`config.mk`:
```
export PLATFORM = sky130hd
export DESIGN_NAME = bsu_next_pc
export DESIGN_NICKNAME = d
export VERILOG_FILES = /design/src/rtl/bsu_pkg.sv /design/src/rtl/bsu_pc_adder.sv /design/src/rtl/bsu_cond_eval.sv /design/src/rtl/bsu_resolve.sv /design/src/rtl/bsu_next_pc.sv
export SDC_FILE = /design/constraint.sdc
export NUM_CORES = 1
export LEC_CHECK = 0
export ABC_AREA = 1
export ABC_CLOCK_PERIOD_IN_PS = 2400
export BUFFER_PORTS_ARGS = -buffer_cell sky130_fd_sc_hd__buf_2
export CORE_UTILIZATION = 50
export CTS_BUF_LIST = sky130_fd_sc_hd__clkbuf_16
export DETAILED_ROUTE_END_ITERATION = 7
export PLACE_DENSITY = 0.82
export SYNTH_ARGS = -nofsm -noshare
export SYNTH_HDL_FRONTEND = slang
export SYNTH_HIERARCHICAL = 1
export SYNTH_SLANG_ARGS = --single-unit
```
`constraint.sdc`:
```
create_clock -name clk -period 2.4 [get_ports clk]
set_clock_uncertainty 0.2 [all_clocks]
set_input_delay 0.36 -clock clk [delete_from_list [all_inputs] [get_ports clk]]
set_output_delay 0.36 -clock clk [all_outputs]
set_load 0.01 [all_outputs]
```
`src/rtl/bsu_pkg.sv`:
```
package bsu_pkg;
  typedef enum logic [3:0] {
    CF_RJMP   = 4'd0,
    CF_IJMP   = 4'd1,
    CF_RCALL  = 4'd2,
    CF_ICALL  = 4'd3,
    CF_RET    = 4'd4,
    CF_RETI   = 4'd5,
    CF_BRCOND = 4'd6,
    CF_SKEQ   = 4'd7,
    CF_SKBC   = 4'd8,
    CF_SKBS   = 4'd9
  } cf_class_e;

  localparam int CYC_W     = 3;
  localparam int SREG_W    = 8;
  localparam int FLAG_N    = 2;
  localparam int FLAG_V    = 3;
  localparam int FLAG_SIGN = 4;

  localparam logic [CYC_W-1:0] CYC_ONE   = 3'd1;
  localparam logic [CYC_W-1:0] CYC_JUMP  = 3'd2;
  localparam logic [CYC_W-1:0] CYC_CALL  = 3'd3;
  localparam logic [CYC_W-1:0] CYC_RET   = 3'd4;
  localparam logic [CYC_W-1:0] CYC_BRT   = 3'd2;
  localparam logic [CYC_W-1:0] CYC_SK1   = 3'd2;
  localparam logic [CYC_W-1:0] CYC_SK2   = 3'd3;
endpackage

```
`src/rtl/bsu_pc_adder.sv`:
```
module bsu_pc_adder #(
  parameter int PC_W  = 16,
  parameter int OFS_W = 12
) (
  input  logic [PC_W-1:0]  base,
  input  logic [OFS_W-1:0] ofs,
  output logic [PC_W-1:0]  target
);
  localparam logic [PC_W-1:0] INC = PC_W'(1);
  logic [PC_W-1:0] ofs_ext;

  generate
    if (PC_W > OFS_W) begin : g_extend
      assign ofs_ext = {{(PC_W-OFS_W){ofs[OFS_W-1]}}, ofs};
    end else begin : g_trunc
      assign ofs_ext = ofs[PC_W-1:0];
    end
  endgenerate

  assign target = base + ofs_ext + INC;
endmodule

```
`src/rtl/bsu_cond_eval.sv`:
```
module bsu_cond_eval
  import bsu_pkg::*;
#(
  parameter int SEL_W = $clog2(SREG_W)
) (
  input  cf_class_e         cls,
  input  logic [SEL_W:0]    cond_sel,
  input  logic [SREG_W-1:0] sreg,
  input  logic              test_bit,
  input  logic              cmp_eq,
  output logic              br_take,
  output logic              skip_hold
);
  logic [SREG_W-1:0] eff_flags;
  logic              unused_stored_sign;

  assign unused_stored_sign = sreg[FLAG_SIGN];

  generate
    for (genvar i = 0; i < SREG_W; i++) begin : g_flag
      if (i == FLAG_SIGN) begin : g_sign
        assign eff_flags[i] = sreg[FLAG_N] ^ sreg[FLAG_V];
      end else begin : g_plain
        assign eff_flags[i] = sreg[i];
      end
    end
  endgenerate

  logic picked;
  assign picked  = eff_flags[cond_sel[SEL_W-1:0]];
  assign br_take = (picked == cond_sel[SEL_W]);

  always_comb begin
    case (cls)
      CF_SKEQ: skip_hold = cmp_eq;
      CF_SKBC: skip_hold = ~test_bit;
      CF_SKBS: skip_hold = test_bit;
      default: skip_hold = 1'b0;
    endcase
  end
endmodule

```
`src/rtl/bsu_resolve.sv`:
```
module bsu_resolve
  import bsu_pkg::*;
#(
  parameter int PC_W = 16
) (
  input  cf_class_e         cls,
  input  logic [PC_W-1:0]   pc,
  input  logic [PC_W-1:0]   rel_tgt,
  input  logic [PC_W-1:0]   br_tgt,
  input  logic [PC_W-1:0]   z_ptr,
  input  logic [PC_W-1:0]   ret_addr,
  input  logic              br_take,
  input  logic              skip_hold,
  input  logic              next_two_word,
  output logic [PC_W-1:0]   nxt,
  output logic [PC_W-1:0]   ret_push,
  output logic              tk,
  output logic [CYC_W-1:0]  cyc,
  output logic              psh,
  output logic              sie
);
  logic [PC_W-1:0] pc_p1, pc_p2, pc_p3;
  assign pc_p1    = pc + PC_W'(1);
  assign pc_p2    = pc + PC_W'(2);
  assign pc_p3    = pc + PC_W'(3);
  assign ret_push = pc_p1;

  always_comb begin
    nxt = pc_p1;
    tk  = 1'b0;
    cyc = CYC_ONE;
    psh = 1'b0;
    sie = 1'b0;
    case (cls)
      CF_RJMP:  begin nxt = rel_tgt;  tk = 1'b1; cyc = CYC_JUMP; end
      CF_IJMP:  begin nxt = z_ptr;    tk = 1'b1; cyc = CYC_JUMP; end
      CF_RCALL: begin nxt = rel_tgt;  tk = 1'b1; cyc = CYC_CALL; psh = 1'b1; end
      CF_ICALL: begin nxt = z_ptr;    tk = 1'b1; cyc = CYC_CALL; psh = 1'b1; end
      CF_RET:   begin nxt = ret_addr; tk = 1'b1; cyc = CYC_RET; end
      CF_RETI:  begin nxt = ret_addr; tk = 1'b1; cyc = CYC_RET; sie = 1'b1; end
      CF_BRCOND: begin
        if (br_take) begin
          nxt = br_tgt;
          tk  = 1'b1;
          cyc = CYC_BRT;
        end
      end
      CF_SKEQ, CF_SKBC, CF_SKBS: begin
        if (skip_hold) begin
          tk  = 1'b1;
          nxt = next_two_word ? pc_p3 : pc_p2;
          cyc = next_two_word ? CYC_SK2 : CYC_SK1;
        end
      end
      default: ;
    endcase
  end
endmodule

```
`src/rtl/bsu_next_pc.sv`:
```
module bsu_next_pc
  import bsu_pkg::*;
#(
  parameter int PC_W      = 16,
  parameter int JMP_OFS_W = 12,
  parameter int BR_OFS_W  = 7
) (
  input  logic                 clk,
  input  logic                 rst_n,
  input  logic                 in_valid,
  output logic                 in_ready,
  input  logic [3:0]           cf_class,
  input  logic [3:0]           cond_sel,
  input  logic [PC_W-1:0]      pc,
  input  logic [JMP_OFS_W-1:0] rel_ofs,
  input  logic [PC_W-1:0]      z_ptr,
  input  logic [PC_W-1:0]      ret_addr,
  input  logic [SREG_W-1:0]    sreg,
  input  logic                 test_bit,
  input  logic                 cmp_eq,
  input  logic                 next_two_word,
  output logic                 out_valid,
  input  logic                 out_ready,
  output logic [PC_W-1:0]      next_pc,
  output logic                 taken,
  output logic [CYC_W-1:0]     cycles,
  output logic                 push_en,
  output logic [PC_W-1:0]      push_addr,
  output logic                 set_ie
);
  cf_class_e       cls;
  logic [PC_W-1:0] rel_tgt, br_tgt, nxt, ret_push;
  logic            br_take, skip_hold, tk, psh, sie;
  logic [CYC_W-1:0] cyc;
  logic            accept;

  assign cls = cf_class_e'(cf_class);

  bsu_pc_adder #(.PC_W(PC_W), .OFS_W(JMP_OFS_W)) u_rel_add (
    .base(pc), .ofs(rel_ofs), .target(rel_tgt)
  );

  bsu_pc_adder #(.PC_W(PC_W), .OFS_W(BR_OFS_W)) u_br_add (
    .base(pc), .ofs(rel_ofs[BR_OFS_W-1:0]), .target(br_tgt)
  );

  bsu_cond_eval u_cond (
    .cls(cls), .cond_sel(cond_sel), .sreg(sreg), .test_bit(test_bit),
    .cmp_eq(cmp_eq), .br_take(br_take), .skip_hold(skip_hold)
  );

  bsu_resolve #(.PC_W(PC_W)) u_res (
    .cls(cls), .pc(pc), .rel_tgt(rel_tgt), .br_tgt(br_tgt), .z_ptr(z_ptr),
    .ret_addr(ret_addr), .br_take(br_take), .skip_hold(skip_hold),
    .next_two_word(next_two_word), .nxt(nxt), .ret_push(ret_push),
    .tk(tk), .cyc(cyc), .psh(psh), .sie(sie)
  );

  assign in_ready = ~out_valid | out_ready;
  assign accept   = in_valid & in_ready;

  always_ff @(posedge clk or negedge rst_n) begin
    if (!rst_n) begin
      out_valid <= 1'b0;
      next_pc   <= '0;
      taken     <= 1'b0;
      cycles    <= '0;
      push_en   <= 1'b0;
      push_addr <= '0;
      set_ie    <= 1'b0;
    end else begin
      if (accept) begin
        out_valid <= 1'b1;
        next_pc   <= nxt;
        taken     <= tk;
        cycles    <= cyc;
        push_en   <= psh;
        push_addr <= ret_push;
        set_ie    <= sie;
      end else if (out_ready) begin
        out_valid <= 1'b0;
      end
    end
  end
endmodule

```
==> out/summary.md <==
The final number of hold-violating endpoints was 39. After floorplanning, the core was divided into 37 placement rows. After legalization and detailed placement, the total HPWL measured 12.77 mm. The combined area of all synthesized cells is 5249 µm², and the average wire per cell in the routed design is 12.71 µm. For the count of pins over their slew limit, the log shows 0. The average instance in the mapped netlist occupies 5.662 µm².

The total number of vias came out at 6311. The ratio of final minimum period to clock period is 0.9707, and the hold buffer count at cts is 0. Summing all non-filler instances in the final layout gives an area of 6782 µm². By area the synthesized netlist is led by sky130_fd_sc_hd__nand2_1 (27%), sky130_fd_sc_hd__dfrtp_1 (19%), sky130_fd_sc_hd__nand3_1 (11%). Simple-gate portion of the synthesized area: 0.5025.

The flow ran to the end, but the final reports show violations. The mux cell area share after synthesis was 0; the number of buffers created by CTS was 5. The initial antenna violation count was 0. The leading register cell type out of synthesis was sky130_fd_sc_hd__dfrtp_1.

The area share of the largest cell type after synthesis was 0.2732; the final setup slack of the worst path was 0.07022 ns. TritonCTS built the clock tree. The violation count after the first detailed-route iteration came out at 396.

Subtracting the final worst setup slack from the clock period gives 2.330 ns. CTS built an H-tree with a depth of 2. Counting instances in the post-synthesis netlist gives the leading cell types as sky130_fd_sc_hd__nand2_1 (382), sky130_fd_sc_hd__inv_1 (139), sky130_fd_sc_hd__nand3_1 (114), sky130_fd_sc_hd__nor2_1 (62), sky130_fd_sc_hd__dfrtp_1 (39). The last weighted congestion value of the routability-driven placer came out at 0.9458.

Setup repair after global routing could not meet its margin everywhere. In the routed layout, each cell is associated on average with a via count of 5.077. Compared with the post-synthesis result, the final layout area differs by 29.20%. The tools report the total leakage power as 4.085 nW.

Proportion of layout cells with a drive suffix above 1: 0.2421. The run gives 0 as the total of endpoints with negative setup slack in the final report. Data on the critical path arrives at its endpoint at 2.29 ns.

The floorplan step defined a die boundary enclosing 10910 µm². Path type of the worst min-delay path: input port to async pin. Timing analysis after detailed placement gives a worst setup slack of -0.3344 ns.

The post-synthesis cell type with the largest combined area was sky130_fd_sc_hd__nand2_1. The relative slew slack is 0.3747. The critical path is of the input port to flop type. For the worst setup path, the data required time is 2.36 ns. Across the run, the number of max-cap violations was 0.

The core region is 10230 µm². The maximum achievable frequency is 0.4292 GHz, and the post-synthesis async set-or-reset flop share is 1.000. The repair_antennas step left the layout with diodes totalling 0. The global routing usage summed across all routing layers was 0.2915. The worst setup path is captured at a flop. The worst-case IR drop observed on VDD is 0.5505 mV. For the number of warning messages in the yosys log, the log shows 6.

For this design the ratio of total power to cell area is 426.2 nW/µm². The width of the chip works out to 104.5 µm. Among all cell types in the netlist, the one instantiated most often is sky130_fd_sc_hd__nand2_1. The total I/O pin count was 123; the vertical extent of the die was 104.5 µm.

Number of buffers inserted by port buffering: 121. After detailed routing, the total wire length is 15.80 mm. The synthesized design contains 0 enable-type register cells. The logs give 2 for the largest buffer count on any clock path and 0 for the DRC violation count after routing. At the pin with the least slew margin, the transition time is 0.9346 ns. The first detailed-routing pass ran for 5 iterations. Along the worst path, the maximum fanout reaches 3. The number of storage elements in the synthesis netlist was 39.

The number of distinct standard cells referenced by the synthesized netlist is 32. CTS clock-pin slew for the worst setup and hold paths: 0.06 ns. The via count of the first global-routing pass came out at 5878. The clock net in this run drives a total of 39 sinks.

The first global-routing pass estimated 26.11 mm of wire. The fraction of the mapped netlist area in compound gates came out at 0.04625. The net count of the finished layout is 1225. The checks that failed: hold timing. The tools report the CTS root buffer as sky130_fd_sc_hd__clkbuf_16. STA classifies the critical path startpoint as an input port. Entering global routing, the biggest net connects 41 pins. After global routing the overflow that remains totals 0.

The xor/xnor share of the synthesized area was 0.04839; the net count after synthesis was 1046. The post-route antenna net violation count was 0. After synthesis, the largest family of logic cells by area is simple AND/OR/NAND/NOR gates.

The placed instance area came out at 6420 µm². For the hold slack, the log shows -0.01696 ns. The effective utilization at floorplan is 0.5130.

The sequential area share after synthesis came out at 0.1859. The fraction of the mapped netlist area in adder cells is 0.08868. For the insertion delay of the later-clocked pin in the worst-skew pair, the log shows 0.27 ns. After technology mapping, the gate count stands at 927.
==> layout make-up <==
cell class	count	area, µm²
inverters	146	555.5
multi-input cells	724	3751
flip-flops and latches	39	975.9
repair buffers	190	1165
clock inverters	3	38.79
well taps	136	170.2
clock buffers	5	125.1
fillers	964	3450
==> routing by layer <==
layer / up-vias / track usage / share of wire
met3: 35 / 0.02193 / 0.052
met5: - / 0 / 0
met4: 0 / 0.1071 / 0.032
li1: 3242 / - / -
met2: 234 / 0.5208 / 0.48
met1: 2800 / 0.3645 / 0.44
==> timing repair <==
item	4_1_cts	5_1_grt
endpoints found under the setup margin	1	10
pin swaps	0	30
buffers inserted	0	3
resized for setup	1	41
==> cell families (layout without fill, tap and decap cells) <==
logic type | after synthesis | in the layout
simple gates | 615 | 615
buf+inv | 164 | 344
compound gates | 44 | 44
flops | 39 | 39
fa+ha+maj | 36 | 36
xor+xnor | 29 | 29
==> final timing paths <==
path	depth (start not counted)	from	endpoint	slack, ns
max	19	rel_ofs[0]	next_pc[8]	0.07
min	1	rst_n	push_addr[2]	-0.02
max reg2reg	4	out_valid	next_pc[4]	0.97
min reg2reg	2	push_addr[15]	push_addr[15]	0.27
max in group asynchronous	1	rst_n	cycles[0]	1.50
min in group clk	2	push_addr[15]	push_addr[15]	0.27
==> stage by stage <==
stage / TNS (ns) / instances / util / power, mW
2_1_floorplan: 0 / 927 / - / 1.593
3_3_place_gp: -1.613 / 1232 / 0.6275 / 2.067
3_5_place_dp: -2.023 / 1232 / 0.6275 / 2.102
4_1_cts: 0 / 1240 / 0.6440 / 2.833
5_1_grt: -0.1165 / 1243 / 0.6628 / 3.106
6_report: 0 / 1243 / 0.6628 / 2.890
==> where the power goes <==
part	switching, mW	total, mW	internal, mW
Sequential	0.0539	0.814	0.760
Combinational	0.795	1.35	0.558
Clock	0.239	0.723	0.484
==> layout by cell type, fill, tap and decap left out, drive strengths merged <==
master	instances
xnor2	6
a21oi	32
nand4	17
or2	4
ha	34
nand2	397
nand3b	2
clkbuf	5
and2	4
inv	146
nor2	67
buf	190
fa	2
nor3	8
bufinv	1
o21ai	7
a211o	1
o211ai	2
xor2	23
clkinv	2
nand3	116
a211oi	2
dfrtp	39
==> worst max-delay path, stage by stage <==
cell and delay (ns):
sky130_fd_sc_hd__buf_6 0.10, sky130_fd_sc_hd__inv_4 0.05, sky130_fd_sc_hd__ha_4 0.14, sky130_fd_sc_hd__inv_4 0.04, sky130_fd_sc_hd__fa_2 0.36, sky130_fd_sc_hd__nand2_2 0.10
sky130_fd_sc_hd__buf_6 0.11, sky130_fd_sc_hd__o21ai_4 0.06, sky130_fd_sc_hd__nand2_1 0.07, sky130_fd_sc_hd__nand2_1 0.06, sky130_fd_sc_hd__xor2_1 0.13, sky130_fd_sc_hd__nand2_1 0.06
sky130_fd_sc_hd__nand2_1 0.07, sky130_fd_sc_hd__nor2_1 0.17, sky130_fd_sc_hd__nand2_1 0.08, sky130_fd_sc_hd__nor2_1 0.11, sky130_fd_sc_hd__nand3_1 0.08, sky130_fd_sc_hd__nand3_1 0.09
sky130_fd_sc_hd__nand2_1 0.05
==> flip-flops by register name (all words and copies together), names as in the netlist <==
register,count
cycles,3
next_pc,16
out_valid,1
push_addr,16
push_en,1
set_ie,1
taken,1
No activity file was read; power rests on OpenSTA's default activity.
